==> config.mk <==
export PLATFORM = sky130hd
export DESIGN_NAME = sec_irq_ctrl
export DESIGN_NICKNAME = d
export VERILOG_FILES = /design/src/rtl/sec_irq_pkg.sv /design/src/rtl/sec_irq_rstsync.sv /design/src/rtl/sec_irq_sample.sv /design/src/rtl/sec_irq_regs.sv /design/src/rtl/sec_irq_route.sv /design/src/rtl/sec_irq_ctrl.sv
export SDC_FILE = /design/constraint.sdc
export NUM_CORES = 1
export LEC_CHECK = 0
export ABC_AREA = 1
export BUFFER_PORTS_ARGS = -buffer_cell sky130_fd_sc_hd__buf_2
export CAP_MARGIN = 20
export CORE_MARGIN = 2
export CORE_UTILIZATION = 30
export CTS_BUF_LIST = sky130_fd_sc_hd__clkbuf_4 sky130_fd_sc_hd__clkbuf_8 sky130_fd_sc_hd__clkbuf_16
export CTS_CLUSTER_SIZE = 40
export DETAILED_ROUTE_END_ITERATION = 8
export GPL_ROUTABILITY_DRIVEN = 1
export PLACE_DENSITY_LB_ADDON = 0.08
export SLEW_MARGIN = 20
export SYNTH_ARGS = -nofsm -noshare
export SYNTH_HDL_FRONTEND = slang
export SYNTH_SLANG_ARGS = --single-unit
==> constraint.sdc <==
create_clock -name clk -period 6.4 [get_ports clk]
set_clock_uncertainty 0.2 [all_clocks]
set_input_delay 0.96 -clock clk [delete_from_list [all_inputs] [get_ports clk]]
set_output_delay 0.96 -clock clk [all_outputs]
set_load 0.02 [all_outputs]
==> src/rtl/sec_irq_pkg.sv <==
package sec_irq_pkg;

  // Bit vector with ones from lo to hi inclusive (up to 64 lines).
  function automatic logic [63:0] span_mask(input int lo, input int hi);
    logic [63:0] m;
    for (int i = 0; i < 64; i++) begin
      m[i] = (i >= lo) && (i <= hi);
    end
    return m;
  endfunction

endpackage

==> src/rtl/sec_irq_rstsync.sv <==
module sec_irq_rstsync (
  input  logic clk,
  input  logic rst_n,
  output logic rst_sync_n
);

  logic stage_q;
  logic out_q;

  // Assert asynchronously, release after two clock edges.
  always_ff @(posedge clk or negedge rst_n) begin
    if (!rst_n) begin
      stage_q <= 1'b0;
      out_q   <= 1'b0;
    end else begin
      stage_q <= 1'b1;
      out_q   <= stage_q;
    end
  end

  assign rst_sync_n = out_q;

endmodule

==> src/rtl/sec_irq_sample.sv <==
module sec_irq_sample #(
  parameter int NUM_LINES = 32
) (
  input  logic                 clk,
  input  logic                 rst_n,
  input  logic [NUM_LINES-1:0] irq_in,
  output logic [NUM_LINES-1:0] raw_q
);

  logic [NUM_LINES-1:0] raw_d;

  always_comb begin
    raw_d = irq_in;
  end

  always_ff @(posedge clk or negedge rst_n) begin
    if (!rst_n) raw_q <= '0;
    else        raw_q <= raw_d;
  end

endmodule

==> src/rtl/sec_irq_regs.sv <==
module sec_irq_regs #(
  parameter int NUM_LINES = 32,
  parameter int ADDR_W    = 12,
  parameter int THRU_LO   = 21,
  parameter int THRU_HI   = 30
) (
  input  logic                 clk,
  input  logic                 rst_n,
  input  logic                 bus_valid,
  input  logic                 bus_write,
  input  logic [ADDR_W-1:0]    bus_addr,
  input  logic [NUM_LINES-1:0] bus_wdata,
  input  logic [NUM_LINES-1:0] raw_q,
  output logic [NUM_LINES-1:0] mask_q,
  output logic [NUM_LINES-1:0] thru_q,
  output logic [NUM_LINES-1:0] bus_rdata
);

  import sec_irq_pkg::*;

  localparam int IDX_W = ADDR_W - 2;
  localparam logic [63:0] THRU_M64 = span_mask(THRU_LO, THRU_HI);
  localparam logic [NUM_LINES-1:0] THRU_MASK = THRU_M64[NUM_LINES-1:0];

  // Word indices of the register window.
  localparam logic [IDX_W-1:0] W_PEND     = IDX_W'(0);
  localparam logic [IDX_W-1:0] W_RAW      = IDX_W'(1);
  localparam logic [IDX_W-1:0] W_ENA_SET  = IDX_W'(2);
  localparam logic [IDX_W-1:0] W_ENA_CLR  = IDX_W'(3);
  localparam logic [IDX_W-1:0] W_SOFT_SET = IDX_W'(4);
  localparam logic [IDX_W-1:0] W_SOFT_CLR = IDX_W'(5);
  localparam logic [IDX_W-1:0] W_THRU_SET = IDX_W'(8);
  localparam logic [IDX_W-1:0] W_THRU_CLR = IDX_W'(9);

  logic [IDX_W-1:0]     idx;
  logic                 unused_lsb;
  logic                 wr_req;
  logic                 rd_req;
  logic                 wdata_nz;
  logic [NUM_LINES-1:0] mask_d;
  logic [NUM_LINES-1:0] thru_d;
  logic [NUM_LINES-1:0] rdata_d;
  logic                 mask_en;
  logic                 thru_en;

  assign idx        = bus_addr[ADDR_W-1:2];
  assign unused_lsb = ^bus_addr[1:0];
  assign wr_req     = bus_valid & bus_write;
  assign rd_req     = bus_valid & ~bus_write;
  assign wdata_nz   = |bus_wdata;

  // Write path: next-state values and clock enables.
  always_comb begin
    mask_d  = mask_q;
    thru_d  = thru_q;
    mask_en = 1'b0;
    thru_en = 1'b0;
    if (wr_req) begin
      case (idx)
        W_ENA_SET: begin
          mask_d  = mask_q | bus_wdata;
          mask_en = 1'b1;
        end
        W_ENA_CLR: begin
          mask_d  = mask_q & ~bus_wdata;
          mask_en = 1'b1;
        end
        W_SOFT_SET: begin
          mask_d[0] = 1'b1;
          mask_en   = wdata_nz;
        end
        W_SOFT_CLR: begin
          mask_d[0] = 1'b0;
          mask_en   = wdata_nz;
        end
        W_THRU_SET: begin
          thru_d  = thru_q | (bus_wdata & THRU_MASK);
          thru_en = 1'b1;
        end
        W_THRU_CLR: begin
          thru_d  = thru_q & ~bus_wdata;
          thru_en = 1'b1;
        end
        default: begin
          mask_en = 1'b0;
          thru_en = 1'b0;
        end
      endcase
    end
  end

  // Read path: data returned the following cycle, zero when idle.
  always_comb begin
    rdata_d = '0;
    if (rd_req) begin
      case (idx)
        W_PEND:     rdata_d = raw_q & mask_q;
        W_RAW:      rdata_d = raw_q;
        W_ENA_SET:  rdata_d = mask_q;
        W_SOFT_SET: rdata_d = {{(NUM_LINES-1){1'b0}}, raw_q[0]};
        W_THRU_SET: rdata_d = thru_q;
        default:    rdata_d = '0;
      endcase
    end
  end

  always_ff @(posedge clk or negedge rst_n) begin
    if (!rst_n) begin
      mask_q <= '0;
    end else if (mask_en) begin
      mask_q <= mask_d;
    end
  end

  always_ff @(posedge clk or negedge rst_n) begin
    if (!rst_n) begin
      thru_q <= '0;
    end else if (thru_en) begin
      thru_q <= thru_d;
    end
  end

  always_ff @(posedge clk or negedge rst_n) begin
    if (!rst_n) begin
      bus_rdata <= '0;
    end else begin
      bus_rdata <= rdata_d;
    end
  end

endmodule

==> src/rtl/sec_irq_route.sv <==
module sec_irq_route #(
  parameter int NUM_LINES = 32,
  parameter int THRU_LO   = 21,
  parameter int THRU_HI   = 30,
  parameter int SUM_LINE  = 31
) (
  input  logic                 clk,
  input  logic                 rst_n,
  input  logic [NUM_LINES-1:0] raw_q,
  input  logic [NUM_LINES-1:0] mask_q,
  input  logic [NUM_LINES-1:0] thru_q,
  output logic [NUM_LINES-1:0] up_irq_q
);

  logic [NUM_LINES-1:0] up_d;
  logic                 summary;

  assign summary = |(raw_q & mask_q);

  for (genvar i = 0; i < NUM_LINES; i++) begin : g_line
    if (i == SUM_LINE) begin : g_sum
      assign up_d[i] = summary;
    end else if ((i >= THRU_LO) && (i <= THRU_HI)) begin : g_thru
      assign up_d[i] = raw_q[i] & thru_q[i];
    end else begin : g_tied
      assign up_d[i] = 1'b0;
    end
  end

  always_ff @(posedge clk or negedge rst_n) begin
    if (!rst_n) up_irq_q <= '0;
    else        up_irq_q <= up_d;
  end

endmodule

==> src/rtl/sec_irq_ctrl.sv <==
module sec_irq_ctrl #(
  parameter int NUM_LINES = 32,
  parameter int ADDR_W    = 12,
  parameter int THRU_LO   = 21,
  parameter int THRU_HI   = 30,
  parameter int SUM_LINE  = 31
) (
  input  logic                 clk,
  input  logic                 rst_n,
  input  logic [NUM_LINES-1:0] irq_in,
  input  logic                 bus_valid,
  input  logic                 bus_write,
  input  logic [ADDR_W-1:0]    bus_addr,
  input  logic [NUM_LINES-1:0] bus_wdata,
  output logic [NUM_LINES-1:0] bus_rdata,
  output logic [NUM_LINES-1:0] up_irq
);

  logic                 rst_sync_n;
  logic [NUM_LINES-1:0] raw_q;
  logic [NUM_LINES-1:0] mask_q;
  logic [NUM_LINES-1:0] thru_q;

  sec_irq_rstsync rst_i (
    .clk        (clk),
    .rst_n      (rst_n),
    .rst_sync_n (rst_sync_n)
  );

  sec_irq_sample #(.NUM_LINES(NUM_LINES)) smp_i (
    .clk    (clk),
    .rst_n  (rst_sync_n),
    .irq_in (irq_in),
    .raw_q  (raw_q)
  );

  sec_irq_regs #(
    .NUM_LINES (NUM_LINES),
    .ADDR_W    (ADDR_W),
    .THRU_LO   (THRU_LO),
    .THRU_HI   (THRU_HI)
  ) regs_i (
    .clk       (clk),
    .rst_n     (rst_sync_n),
    .bus_valid (bus_valid),
    .bus_write (bus_write),
    .bus_addr  (bus_addr),
    .bus_wdata (bus_wdata),
    .raw_q     (raw_q),
    .mask_q    (mask_q),
    .thru_q    (thru_q),
    .bus_rdata (bus_rdata)
  );

  sec_irq_route #(
    .NUM_LINES (NUM_LINES),
    .THRU_LO   (THRU_LO),
    .THRU_HI   (THRU_HI),
    .SUM_LINE  (SUM_LINE)
  ) route_i (
    .clk      (clk),
    .rst_n    (rst_sync_n),
    .raw_q    (raw_q),
    .mask_q   (mask_q),
    .thru_q   (thru_q),
    .up_irq_q (up_irq)
  );

endmodule

== After elaboration in Yosys (flattened, before gate mapping) ==
Index checks and enable logic that the tools add are counted.
Cells by class
  eq/ne operators: 7
  multiplexer cells: 9
  bitwise operators: 19
  reduce and logical (&&, ||, !) cells: 12
Operators with widths (number)
  $pmux W32 S5: 1
  $and A32 B32 Y32: 3
  $pmux W32 S2: 1
  $reduce_or A32 Y1: 2
  $pmux W31 S2: 1
  $mux W32: 1
  $not A32 Y32: 1
  $or A32 B31 Y32: 1
  $or A32 B32 Y32: 1
  $eq A10 B2 Y1 const B: 2
  $eq A10 B3 Y1 const B: 2
  $eq A10 B4 Y1 const B: 2
  $and A1 B1 Y1: 12
  $eq A10 B1 Y1 const B: 1
  $logic_not A10 Y1: 1
  $reduce_and A3 Y1: 3
  $reduce_or A2 Y1: 3
  $pmux W1 S4: 1
  $reduce_bool A2 Y1: 2
  $reduce_bool A4 Y1: 1
  $mux W1: 3
  $pmux W1 S2: 1
  $not A1 Y1: 1
Word-level totals
  register bits after elaboration: 141
  input bits: 80
  output and inout bits: 64
  word-level logic and storage cells: 55

== Depth between registers and ports, before layout ==
Gate-level depths: netlist of the first run.
  depth in word-level cells: 5
  gate-level depth with buffers: 11

== Hierarchy ==
A second synthesis of the first run with hierarchy kept.
Second synthesis, totals
  cell total of the unflattened synthesis: 843
  area total of the unflattened synthesis: 6568.8 um^2
Modules (own cells, without submodules)
  sec_irq_regs: instances 1, cells an instance 692, area each 4966.0 um^2, seq. area each 2402.3 um^2
  sec_irq_sample: instances 1, cells an instance 32, area each 800.8 um^2, seq. area each 800.8 um^2
  sec_irq_route: instances 1, cells an instance 116, area each 748.2 um^2, seq. area each 275.3 um^2
  sec_irq_rstsync: instances 1, cells an instance 3, area each 53.8 um^2, seq. area each 50.0 um^2

== Worst setup path after synthesis of the first run ==
Ideal clock, no wire load.
  path kind: input to register
  from: in bus_addr[9]
  to: reg regs_i.bus_rdata[11]
  setup time: 0.069 ns
  arrival time: 1.992 ns
  data required time: 6.131 ns
  path slack: 4.139 ns
  stages on the path: 9
  buffers on the path: 2
  path through: nor2_1 > nand2_4 > nor2_8 > buf_8 > nand2_8 > nand2_4 > o21ai_4 > buf_6 > nor2_2
Between the ends
  cells in the longest elaborated chain, start to end: 3
  elaborated cells between the ends (all ways): 7
  those cells by class: eq/ne: 4; mux: 2; reduce/logical: 1
Ends and longest elaborated chain
  start, declared: RTL line sec_irq_ctrl.sv:13  | input logic [ADDR_W-1:0] bus_addr,
  $eq A10 B4 Y1 (tied with other cells): RTL line sec_irq_regs.sv:96  | case (idx)
  $pmux W32 S5 *: RTL line sec_irq_regs.sv:96
  $mux W32 *: RTL line sec_irq_regs.sv:95  | if (rd_req) begin
  via regs_i.rdata_d[11]: RTL line sec_irq_regs.sv:42  | logic [NUM_LINES-1:0] rdata_d;
  end signal, assigned: RTL line sec_irq_regs.sv:127  | bus_rdata <= rdata_d;
  end, declared: RTL line sec_irq_regs.sv:16  | output logic [NUM_LINES-1:0] bus_rdata
The timed path passes the listed nets; every way through them passes the cells marked *.
A chain may end at the register's enable or synchronous reset.

==> impl_metrics.csv, run 1 <==
group,metric,value,unit
finish,drive_gt1_share,21.3,%
finish,final_nets,1027,
setup_path,max_stage_delay,560,ps
setup_path,critPathMostFrequentCell,"nand2_1",
clock_tree,tritoncts,"built",
timing,setup_tns,0,ps
logic_synthesis,synth.area.top_cells,"dfrtp_1 (52%), nand2_1 (11%), inv_1 (8.1%)",
logic_synthesis,synth_edf_count,0,
setup_path,critPathLaunchType,"input pin",
outcome,status,"finished, final reports clean",
place,gp_congestion,0.780,
logic_synthesis,synth.most_common_cell,"nand2_1",
place,numPortBuffers,120,
detailed_routing,num_vias,5454,
global_route,antenna_found_initial,2,
detailed_routing,dr.pass1.iters,4,
clock_tree,cts_setup_buffers,0,
timing,maxSlewViolCount,0,
logic_synthesis,synth_top_family_by_area,"simple AND/OR/NAND/NOR gates",
logic_synthesis,yosys_warnings,0,
logic_synthesis,synth_top_area_share,52.4,%
die,die_h,154,µm
clock_tree,clk_latency,420,ps
logic_synthesis,synth_xor_area_share,0,%
detailed_routing,drt-initial-drc-count,213,
setup_path,required,6510,ps
die,dieArea,0.0237,mm²
clock_tree,path_clk_slew,60,ps
timing,rsz0062_at_grt,"false",
die,std_cell_rows,54,
flow_run,cap_violations,0,
global_route,grt_usage,17.4,%
detailed_routing,wl_per_cell,16.1,µm
pwr,powerDensity,258,mW/mm²
place,place_hpwl,13800,µm
timing,worst_pin_slew,966,ps
global_route,grt-ovfl-total,0,
hold_path,hold_path.class,"in2async",
logic_synthesis,synth_area_per_cell,8.17,µm²
clock_tree,cts_sinks,141,
logic_synthesis,synth.area.mux_share,0,%
setup_path,crit_fanout,17,
clock_tree,cts-root-buf,"clkbuf_16",
clock_tree,cts_buffer_depth,2,
setup_path,cp-end-kind,"register",
pwr,vdd_ir_drop_max,109,µV
die,dieWidth,154,µm
logic_synthesis,syn_area,0.00673,mm²
pwr,leakage,4.47,nW
logic_synthesis,synth-simple-area-share,24.9,%
die,io_pins,144,
global_route,grt_pass1_wl,30900,µm
logic_synthesis,synthTopCellsByCount,"nand2_1 (194), inv_1 (146), dfrtp_1 (141)",
logic_synthesis,synth_fa_ha_area_share,0,%
die,initial_core_util,30.7,%
timing,layout_min_cycle_time,2970,ps
logic_synthesis,synthArstFlopShare,100,%
logic_synthesis,yosysTopAreaCell,"dfrtp_1",
logic_synthesis,ys_ff_latch,141,
global_route,grt_max_degree,74,
setup_path,worstPathCellList,"buf_2 > nor2_1 > nand2_4 > inv_2 > nand4_1 > nand2_2 > nand2_1 > o21ai_0 > nand2_1",
finish,n_fill_cell,2345,
clock_tree,cts_buffers,17,
detailed_routing,drc,0,
timing,setup_viol,0,
setup_path,worstPathArrival,3080,ps
setup_path,path_class,"in2reg",
clock_tree,htree_levels,4,
setup_path,slowest_stage,"nand2_2",
timing,final-hold-violation-count,0,
timing,max_slew_margin,35.6,%
detailed_routing,ant_nets,0,
detailed_routing,drt_wl_total,20000,µm
logic_synthesis,synth-compound-area-share,9.42,%
clock_tree,cts_resized,0,
die,core_area,0.0219,mm²
logic_synthesis,ys_seq_area_share,52.4,%
logic_synthesis,ys.flop_type,"dfrtp_1",
logic_synthesis,synthCells,824,
finish,fin_util,37.2,%
clock_tree,holdBufCountCts,1,
logic_synthesis,ys_types,36,
finish,areaGrowthSynthToFinish,21.0,%
timing,fmaxAchievable,0.337,GHz
detailed_routing,vias_per_cell,4.39,
global_route,grt_pass1_vias,5366,
timing,fin_crit_sh,46.4,%
timing,hold-worst-slack,108,ps
logic make-up after synthesis:
family	count (synthesis)
other	2
buffers and inverters	195
AND/OR/NAND/NOR	365
AO/OA/AOI/OAI	121
flip-flops	141
cell usage in the layout, fill, tap and decap left out, drive strengths merged, types with 4 or more instances in the layout:
cell,synthesis,final
nand2,200,200
inv,150,151
dfrtp,141,141
buf,38,126
nor2,96,96
o21ai,87,87
nand3,45,45
a21oi,25,25
conb,2,22
clkbuf,5,22
nand4,20,20
bufinv,0,4
clkinv,2,4
stage by stage:
stage	total power, mW	cell area (µm²)	instances	worst slack (ps)
after global placement	1.04	7490	1207	3020
after CTS	2.14	8140	1240	3490
after global routing	2.19	8140	1240	3220
after detailed placement	1.04	7490	1207	3030
final	2.10	8150	1243	3430
after floorplan	0.993	6810	844	1980
metal layers:
layer  part of all wire [%]  track usage, %  routed length, µm  vias up
met5                      0               0                  0        -
met4                    1.3            5.77                265        0
met3                    4.2            3.55                850       18
met2                     47            28.3               9350      128
met1                     48            23.4               9570     2543
li1                       -               -                  -     2765
worst paths after layout:
kind	startpoint	to	slack [ps]	cells after the start
max in group asynchronous	rst_i.rst_sync_n	asynchronous set/reset pin	4980	1
worst max register to register	smp_i.raw_q[9]	route_i.up_irq_q[31]	4800	6
worst min register to register	rst_i.stage_q	rst_i.rst_sync_n	150	0
worst max-delay path	bus_addr[9]	register	3430	9
worst min-delay path	rst_n	rst_i.rst_sync_n	110	1
min in group clk	rst_i.stage_q	rst_i.rst_sync_n	150	0
power by group:
part	switching, mW	total [mW]	leakage (nW)	internal [mW]
Combinational	0.0759	0.105	2.38	0.0288
Clock	0.396	1.08	0.307	0.686
Sequential	0.0115	0.917	1.78	0.906
Total	0.484	2.10	4.47	1.62
layout make-up:
type	count	area (µm²)	area share [%]
Sequential cell	141	3530	43.4
Antenna cell	3	7.51	0.0921
Multi-Input combinational cell	508	2390	29.3
Clock buffer	22	475	5.84
Inverter	152	574	7.05
Clock inverter	10	161	1.98
Timing Repair Buffer	127	656	8.05
Tap cell	280	350	4.30
worst max-delay path, delay by kind of cell:
| kind | cells | cell delay (ps) |
|---|---|---|
| AND/OR/NAND/NOR | 6 | 1670 |
| AO/OA/AOI/OAI | 1 | 180 |
| buffers and inverters | 2 | 250 |
No activity file was read; power rests on OpenSTA's default activity.
==> run 2, diff against run 1 <==
==> constraint.sdc (replaced) <==
create_clock -name clk -period 3 [get_ports clk]
set_clock_uncertainty 0.2 [all_clocks]
set_input_delay 0.45 -clock clk [delete_from_list [all_inputs] [get_ports clk]]
set_output_delay 0.45 -clock clk [all_outputs]
set_load 0.02 [all_outputs]
==> run 2 against run 1 <==
Net effect: combinational power up 140%; clock power up 110%; global-route usage is 0.62 points higher; power increased by 110%; hold slack about the same; non-clock buffer count increased by 45; clock-buffer cell count is 1 lower.
==> impl_metrics.csv, run 2 (synthesized netlist as in run 1, its figures left out) <==
group,metric,value,unit
place,numPortBuffers,120,
clock_tree,cts_buffers,17,
clock_tree,cts_sinks,141,
finish,ff_latch_area,0.00353,mm²
finish,mostFrequentLayoutCell,"nand2_1",
timing,fin_crit_sh,64.4,%
place,place_inst,1220,
detailed_routing,ant_nets,0,
global_route,antenna_found_initial,1,
timing,maxSlewViolCount,0,
clock_tree,path_clk_slew,60,ps
global_route,grt_pass1_wl,32300,µm
setup_path,cp-end-kind,"register",
setup_path,critPathLaunchType,"input pin",
die,dieWidth,154,µm
timing,rsz0062_at_grt,"false",
detailed_routing,drt-initial-drc-count,329,
detailed_routing,drc,0,
finish,final_cell_mix,"nand2_1 (194), inv_1 (146), dfrtp_1 (140), buf_2 (120), o21ai_0 (68)",
pwr,powerDensity,524,mW/mm²
clock_tree,clk_latency,420,ps
finish,instances_no_fill,1285,
global_route,grt_max_degree,46,
setup_path,max_stage_delay,410,ps
timing,max_slew_margin,64.6,%
clock_tree,htree_levels,4,
detailed_routing,wl_per_cell,16.1,µm
clock_tree,tritoncts,"built",
global_route,grt_pass1_vias,5634,
timing,worst_pin_slew,531,ps
setup_path,worstPathArrival,2040,ps
timing,layout_min_cycle_time,1930,ps
detailed_routing,drt_wl_total,20600,µm
die,initial_core_util,30.7,%
hold_path,hold_path.class,"reg2async",
place,gp_congestion,0.779,
global_route,grt_usage,18.0,%
pwr,leakage,4.68,nW
setup_path,crit_start,"bus_addr[9]",
setup_path,crit_fanout,11,
clock_tree,cts_setup_buffers,0,
global_route,grt-ovfl-total,0,
pwr,vdd_ir_drop_max,318,µV
clock_tree,cts_resized,0,
finish,multi_input_area,0.00239,mm²
setup_path,slowest_stage,"o21ai_4",
timing,setup_tns,0,ps
finish,n_fill_cell,2331,
flow_run,cap_violations,0,
detailed_routing,dr.pass1.iters,5,
timing,setup_viol,0,
setup_path,required,3100,ps
clock_tree,cts_buffer_depth,2,
detailed_routing,num_vias,5678,
die,core_area,0.0219,mm²
finish,n_antenna_cell,0,
die,std_cell_rows,54,
timing,hold-worst-slack,107,ps
setup_path,path_class,"in2reg",
finish,drive_gt1_share,21.6,%
timing,final-hold-violation-count,0,
finish,final_nets,1072,
finish,areaGrowthSynthToFinish,27.4,%
setup_path,worstPathCellList,"buf_2 > nor2_1 > nand2_4 > inv_2 > nand3_1 > nand2_1 > o21ai_4 > buf_4 > nor2_2",
place,place_hpwl,14500,µm
die,die_h,154,µm
clock_tree,cts-root-buf,"clkbuf_16",
detailed_routing,vias_per_cell,4.42,
die,io_pins,144,
die,dieArea,0.0237,mm²
timing,fmaxAchievable,0.517,GHz
outcome,status,"finished, final reports clean",
[run 2: cell types whose count changed in the layout (fill, tap and decap cells not counted), sizes merged]
cell,before,now
clkbuf,22,21
clkinv,4,9
clkinvlp,3,0
dlygate4sd3,1,33
inv,151,150
buf,126,139
diode,3,0
[run 2: worst max-delay path, delay by kind of cell]
family,cells,cell delay [ps]
buffers and inverters,3,510
and+or+nand+nor,5,640
AOI/OAI and AO/OA,1,410
[run 2: layout make-up]
type / instances / share of cell area [%]
Sequential cell: 141 / 41.2
Multi-Input combinational cell: 508 / 27.9
Timing Repair Buffer: 172 / 12.8
Inverter: 152 / 6.70
Clock buffer: 21 / 5.38
Tap cell: 280 / 4.09
Clock inverter: 11 / 1.94
[run 2: worst paths after layout]
kind,endpoint,slack (ps),depth (start not counted)
max,regs_i.bus_rdata[19],1070,9
min,smp_i.raw_q[7],110,0
max reg2reg,route_i.up_irq_q[31],1360,6
min reg2reg,smp_i.raw_q[7],110,0
max in group asynchronous,asynchronous set/reset pin,1690,1
min in group clk,register,120,3
[run 2: routing by layer]
layer,global-route usage (%),part of all wire (%)
met2,28.4,46
met5,0,0.053
met1,25.6,49
met4,4.41,1.0
met3,3.52,4.0
[run 2: where the power goes]
group	switching (mW)	leakage, nW	internal [mW]
sequential	0.0338	1.78	1.93
clock	0.828	0.315	1.44
combinational	0.161	2.59	0.0952
[run 2: timing repair]
action                                  CTS  global route
hold endpoints to repair                 34             0
endpoints found under the setup margin    0             0
hold buffers                             33             0
[run 2: per-stage QoR]
step                      area, µm²  util [%]  worst slack [ps]  power (mW)
after global routing           8570      39.2               975        4.66
after global placement         7620      34.8               619        2.23
after detailed placement       7620      34.8               600        2.23
after floorplan                6810         -               458        2.12
final                          8570      39.2              1070        4.49
after CTS                      8570      39.2              1050        4.55
